<file path="config.mk">
export PLATFORM = sky130hd
export DESIGN_NAME = i2c_reg_target
export DESIGN_NICKNAME = d
export VERILOG_FILES = /design/src/rtl/i2c_reg_target.sv
export SDC_FILE = /design/constraint.sdc
export NUM_CORES = 1
export LEC_CHECK = 0
export CORE_UTILIZATION = 57
export DETAILED_ROUTE_END_ITERATION = 12
export PLACE_DENSITY = 0.88
export SLEW_MARGIN = 20
export SYNTH_ARGS = -nofsm -noshare
export SYNTH_HDL_FRONTEND = slang
export SYNTH_SLANG_ARGS = --single-unit
</file>
<file path="constraint.sdc">
create_clock -name clk -period 4.54 [get_ports clk]
set_clock_uncertainty 0.1 [all_clocks]
set_input_delay 0.454 -clock clk [delete_from_list [all_inputs] [get_ports clk]]
set_output_delay 0.454 -clock clk [all_outputs]
set_load 0.05 [all_outputs]
</file>
<file path="src/rtl/i2c_reg_target.sv">
module i2c_reg_target #(
  parameter logic [4:0] ADDR_PREFIX = 5'b01011,
  parameter int SYNC_STAGES = 2
) (
  input  logic       clk,
  input  logic       rst_n,
  input  logic       scl_in,
  input  logic       sda_in,
  output logic       sda_oe,
  input  logic [1:0] addr_pins,
  output logic [7:0] reg_addr,
  output logic [7:0] reg_wdata,
  output logic       reg_we,
  output logic       reg_re,
  input  logic [7:0] reg_rdata
);
  localparam int HIST = SYNC_STAGES + 1;

  typedef enum logic [2:0] {IDLE, ADDR, ACK_A, WR, ACK_W, RD, ACK_R} phase_t;

  phase_t          state;
  logic [HIST-1:0] scl_q, sda_q;
  logic [3:0]      cnt;
  logic [7:0]      sr, ptr;
  logic            first, rw, nack;

  wire scl_s = scl_q[SYNC_STAGES-1];
  wire scl_d = scl_q[SYNC_STAGES];
  wire sda_s = sda_q[SYNC_STAGES-1];
  wire sda_d = sda_q[SYNC_STAGES];

  wire scl_rise = scl_s & ~scl_d;
  wire scl_fall = ~scl_s & scl_d;
  wire start_det = scl_s & scl_d & sda_d & ~sda_s;
  wire stop_det  = scl_s & scl_d & ~sda_d & sda_s;
  wire byte_end  = scl_fall & (cnt == 4'd8);
  wire addr_hit  = (sr[7:1] == {ADDR_PREFIX, addr_pins});

  assign reg_addr  = ptr;
  assign reg_wdata = sr;
  assign reg_we    = (state == WR) & byte_end & ~first;
  assign reg_re    = scl_fall & (((state == ACK_A) & rw) | ((state == ACK_R) & ~nack));

  always_ff @(posedge clk or negedge rst_n) begin
    if (!rst_n) begin
      scl_q  <= '1;
      sda_q  <= '1;
      state  <= IDLE;
      cnt    <= '0;
      sr     <= '0;
      ptr    <= '0;
      first  <= 1'b0;
      rw     <= 1'b0;
      nack   <= 1'b0;
      sda_oe <= 1'b0;
    end else begin
      scl_q <= {scl_q[HIST-2:0], scl_in};
      sda_q <= {sda_q[HIST-2:0], sda_in};
      if (stop_det) begin
        state  <= IDLE;
        sda_oe <= 1'b0;
      end else if (start_det) begin
        state  <= ADDR;
        cnt    <= '0;
        first  <= 1'b1;
        sda_oe <= 1'b0;
      end else begin
        case (state)
          ADDR: begin
            if (scl_rise) begin
              sr  <= {sr[6:0], sda_s};
              cnt <= cnt + 4'd1;
            end else if (byte_end) begin
              if (addr_hit) begin
                sda_oe <= 1'b1;
                rw     <= sr[0];
                state  <= ACK_A;
              end else begin
                state <= IDLE;
              end
            end
          end
          WR: begin
            if (scl_rise) begin
              sr  <= {sr[6:0], sda_s};
              cnt <= cnt + 4'd1;
            end else if (byte_end) begin
              sda_oe <= 1'b1;
              state  <= ACK_W;
              first  <= 1'b0;
              ptr    <= first ? sr : ptr + 8'd1;
            end
          end
          ACK_A: begin
            if (scl_fall) begin
              cnt <= '0;
              if (rw) begin
                sr     <= reg_rdata;
                sda_oe <= ~reg_rdata[7];
                ptr    <= ptr + 8'd1;
                state  <= RD;
              end else begin
                sda_oe <= 1'b0;
                state  <= WR;
              end
            end
          end
          ACK_W: begin
            if (scl_fall) begin
              sda_oe <= 1'b0;
              cnt    <= '0;
              state  <= WR;
            end
          end
          RD: begin
            if (scl_fall) begin
              if (cnt == 4'd7) begin
                sda_oe <= 1'b0;
                state  <= ACK_R;
              end else begin
                sda_oe <= ~sr[6];
                sr     <= {sr[6:0], 1'b0};
                cnt    <= cnt + 4'd1;
              end
            end
          end
          ACK_R: begin
            if (scl_rise) begin
              nack <= sda_s;
            end else if (scl_fall) begin
              if (nack) begin
                state <= IDLE;
              end else begin
                sr     <= reg_rdata;
                sda_oe <= ~reg_rdata[7];
                ptr    <= ptr + 8'd1;
                cnt    <= '0;
                state  <= RD;
              end
            end
          end
          default: ;
        endcase
      end
    end
  end

  assert_oe_scl_low_R9: assert property (@(posedge clk) disable iff (!rst_n)
    !$stable(sda_oe) |-> !$past(scl_s));

  assert_strobe_excl_R10: assert property (@(posedge clk) disable iff (!rst_n)
    !(reg_we && reg_re));

  assert_we_advance_R5: assert property (@(posedge clk) disable iff (!rst_n)
    reg_we |=> reg_addr == 8'($past(reg_addr) + 8'd1));

  assert_re_advance_R7: assert property (@(posedge clk) disable iff (!rst_n)
    reg_re |=> reg_addr == 8'($past(reg_addr) + 8'd1));

  assert_stop_release_R8: assert property (@(posedge clk) disable iff (!rst_n)
    stop_det |=> !sda_oe);

  assert_nack_no_drive_R2: assert property (@(posedge clk) disable iff (!rst_n)
    (state == ADDR && byte_end && !addr_hit) |=> !sda_oe);
endmodule

</file>
==> impl_metrics.csv <==
group,metric,value,unit
global_routing,busiest_layer,"met2",
drt,drc_errors,0,
layout,area_growth,20.8,%
clocking,cts_sinks,33,
global_routing,use_met2,44.1,%
synthesis,async_flop_share,100,%
min_path,min-delay-start,"scl_q[0]",
timing,fin_tns_setup,0,ns
power_and_ir_drop,power.leakage,1.04,nW
min_path,hold_class,"flop to flop",
worst_setup_path,regToRegSetupSlack,2.02,ns
floorplan,fp.dieArea,3770,sq um
placement,io_buffer_count,32,
synthesis,ys_ff_latch,33,
synthesis,netlist_top_cells_area,"dfrtp_1 34%, mux2_2 11%, dfstp_2 7.8%",
power_and_ir_drop,finalPower,1.34,mW
synthesis,syn-instance-count,215,
layout,drive_gt1_share,17.0,%
drt,vias,1787,
worst_setup_path,crit_path_max_fanout,22,
min_path,holdPathStages,0,
floorplan,fp-row-count,21,
synthesis,synth-seq-area-share,41.5,%
clocking,numCtsBuffers,5,
synthesis,synthFlopType,"dfrtp_1",
clocking,holdBufCountCts,0,
synthesis,synth_edf_count,0,
timing,timing.final.crit_share,72.6,%
synthesis,yosysTopAreaCellShare,33.6,%
synthesis,synth_top_area_cell,"dfrtp_1",
worst_setup_path,regToRegEndpoint,"cnt[0]",
drt,antenna_left,0,
timing,relSlewSlack,43.3,%
outcome,outcome,"finished, final reports clean",
floorplan,die_y,61.4,microns
global_routing,grt_pass1_vias,1524,
worst_setup_path,reg2regPathDepth,5,
worst_setup_path,slowest_delay,0.84,ns
timing,worstMarginPinSlew,0.850,ns
power_and_ir_drop,powerDensity,551,nW/um^2
run,cap_violations,0,
timing,hold_viol_final,0,
timing,hold_slack,0.252,ns
worst_setup_path,required,3.99,ns
global_routing,grt_pass1_wl,7.38,mm
min_path,hold_end,"scl_q[1]",
global_routing,track_usage,27.5,%
placement,dp_hpwl,3.39,mm
global_routing,globalRouteMet1Util,38.0,%
worst_setup_path,crit_chain,"nand2b_1 > nor3_1 > clkdlybuf4s50_1",
worst_setup_path,cp_slowest_cell,"clkdlybuf4s50_1",
timing,finalMaxSlewViolations,0,
layout,diodes,0,
clocking,htree_levels,2,
clocking,cts_tree,"built",
global_routing,met3_usage,5.67,%
clocking,path_clk_slew,0.11,ns
floorplan,core,3360,sq um
clocking,cts_resized,0,
global_routing,antenna_found_initial,0,
drt,firstDrtPassIters,4,
worst_setup_path,arrival,2.74,ns
placement,place.gp.congestion,0.934,
worst_setup_path,crit_type,"flop to primary output",
global_routing,grt_max_degree,34,
layout,final_nets,263,
clocking,cts-root-buf,"clkbuf_4",
worst_setup_path,r2r_start,"state[0]",
timing,max_freq,0.303,GHz
worst_setup_path,startpoint_type,"flop",
drt,wl,4.80,mm
timing,setup-violations-final,0,
power_and_ir_drop,ir_worst_vdd,425,uV
layout,n_fill_cell,263,
global_routing,overflow,0,
floorplan,die_x,61.4,microns
synthesis,syn_avg_cell_area,9.35,sq um
drt,routed_via_density,6.10,
worst_setup_path,cp-end-kind,"primary output",
clocking,clockBufferDepth,2,
timing,fin_crit,3.30,ns
synthesis,ys_warn_count,0,
timing,rsz0062_at_grt,"no",
clocking,insertion_delay,0.35,ns
floorplan,io_pins,33,
floorplan,start_util,59.7,%
clocking,post_cts_buffers,0,
synthesis,synth_cell_type_count,45,
drt,post_drt_wl_per_cell,16.4,microns
synthesis,syn-num-nets,232,
synthesis,syn-cell-area,2010,sq um
drt,drt_iter0_drc,105,
==> cell type report <==
type	instances	area [sq um]	share of cell area (%)
Clock buffer	7	65.1	2.68
Clock inverter	1	5.00	0.206
Inverter	6	22.5	0.928
Multi-Input combinational cell	167	1120	46.0
Sequential cell	33	833	34.3
Tap cell	46	57.6	2.37
Timing Repair Buffer	33	328	13.5
==> power by group <==
group          internal (mW)  switching, mW  total (mW)
Clock                 0.0897          0.103       0.193
Sequential             0.363          0.126       0.489
Combinational          0.293          0.364       0.656
Total                  0.746          0.593        1.34
==> how the worst max path moves through the flow <==
stage	from	end	slack [ns]	cells after the start
final	state[1]	reg_re	1.24	3
after CTS	state[1]	reg_re	1.31	3
after detailed placement	state[1]	reg_re	1.71	3
after floorplan	state[0]	reg_re	2.06	4
after global routing	state[0]	reg_we	1.10	5
after global placement	state[0]	reg_we	1.75	5
==> critical path, delay by kind of cell, from the launching register on <==
kind | cells | cell delay [ns]
flip-flops | 1 | 0.73
AND/OR/NAND/NOR | 2 | 0.83
buffers and inverters | 1 | 0.84
==> cells in the final DEF, fill, tap and decap left out, drive strengths merged, types with 2 or more instances in the layout <==
| master | synthesis | routed |
|---|---|---|
| mux2i | 2 | 2 |
| nor3 | 4 | 4 |
| a21oi | 15 | 15 |
| and3b | 3 | 3 |
| o22ai | 3 | 3 |
| a2bb2oi | 5 | 5 |
| a31oi | 4 | 4 |
| dfrtp | 27 | 27 |
| nand4b | 3 | 3 |
| nor2 | 14 | 14 |
| clkdlybuf4s50 | 0 | 32 |
| clkbuf | 5 | 7 |
| nor2b | 3 | 3 |
| o21ai | 17 | 17 |
| inv | 6 | 6 |
| a32o | 2 | 2 |
| or2 | 4 | 4 |
| nand2b | 5 | 5 |
| and3 | 3 | 3 |
| nand4 | 2 | 2 |
| ha | 3 | 3 |
| o31ai | 2 | 2 |
| nand3 | 7 | 7 |
| and2 | 3 | 3 |
| nand2 | 23 | 23 |
| nor4 | 4 | 4 |
| or3 | 2 | 2 |
| xor2 | 3 | 3 |
| mux2 | 19 | 19 |
| dfstp | 6 | 6 |
==> sequential cells by signal, indices dropped and copies added, names as in the netlist <==
name       cells
state          3
rw             1
first          1
scl_q          3
cnt            4
reg_addr       8
sda_q          3
reg_wdata      8
nack           1
sda_oe         1
==> cells by family after synthesis <==
family / synth area share [%]
compound gates: 18.6
xor+xnor: 1.31
fa+ha+maj: 1.87
buf+inv: 2.99
flops: 41.5
mux: 11.6
simple gates: 22.2
==> Yosys cell counts (all sizes together), types with 2 or more instances <==
cell and number:
a21oi 15, a2bb2oi 5, a31oi 4, a32o 2, and2 3, and3 3, and3b 3, buf 4
clkbuf 5, dfrtp 27, dfstp 6, ha 3, inv 6, mux2 19, mux2i 2, nand2 23
nand2b 5, nand3 7, nand4 2, nand4b 3, nor2 14, nor2b 3, nor3 4, nor4 4
o21ai 17, o22ai 3, o31ai 2, or2 4, or3 2, xor2 3
==> metrics by stage <==
step	setup slack, ns	util (%)	std cells	area [sq um]
floorplan	2.06	-	215	2010
global placement	1.75	70.1	285	2360
detailed placement	1.71	70.1	285	2360
CTS	1.31	72.2	293	2430
global route	1.10	72.2	293	2430
finish	1.24	72.2	293	2430
==> routing by layer <==
| layer | vias to the layer above | wire, microns |
|---|---|---|
| met5 | - | 0 |
| met4 | 0 | 68 |
| met3 | 8 | 289 |
| met2 | 70 | 2300 |
| met1 | 859 | 2150 |
| li1 | 850 | - |
(Power assumes the default switching activity.)
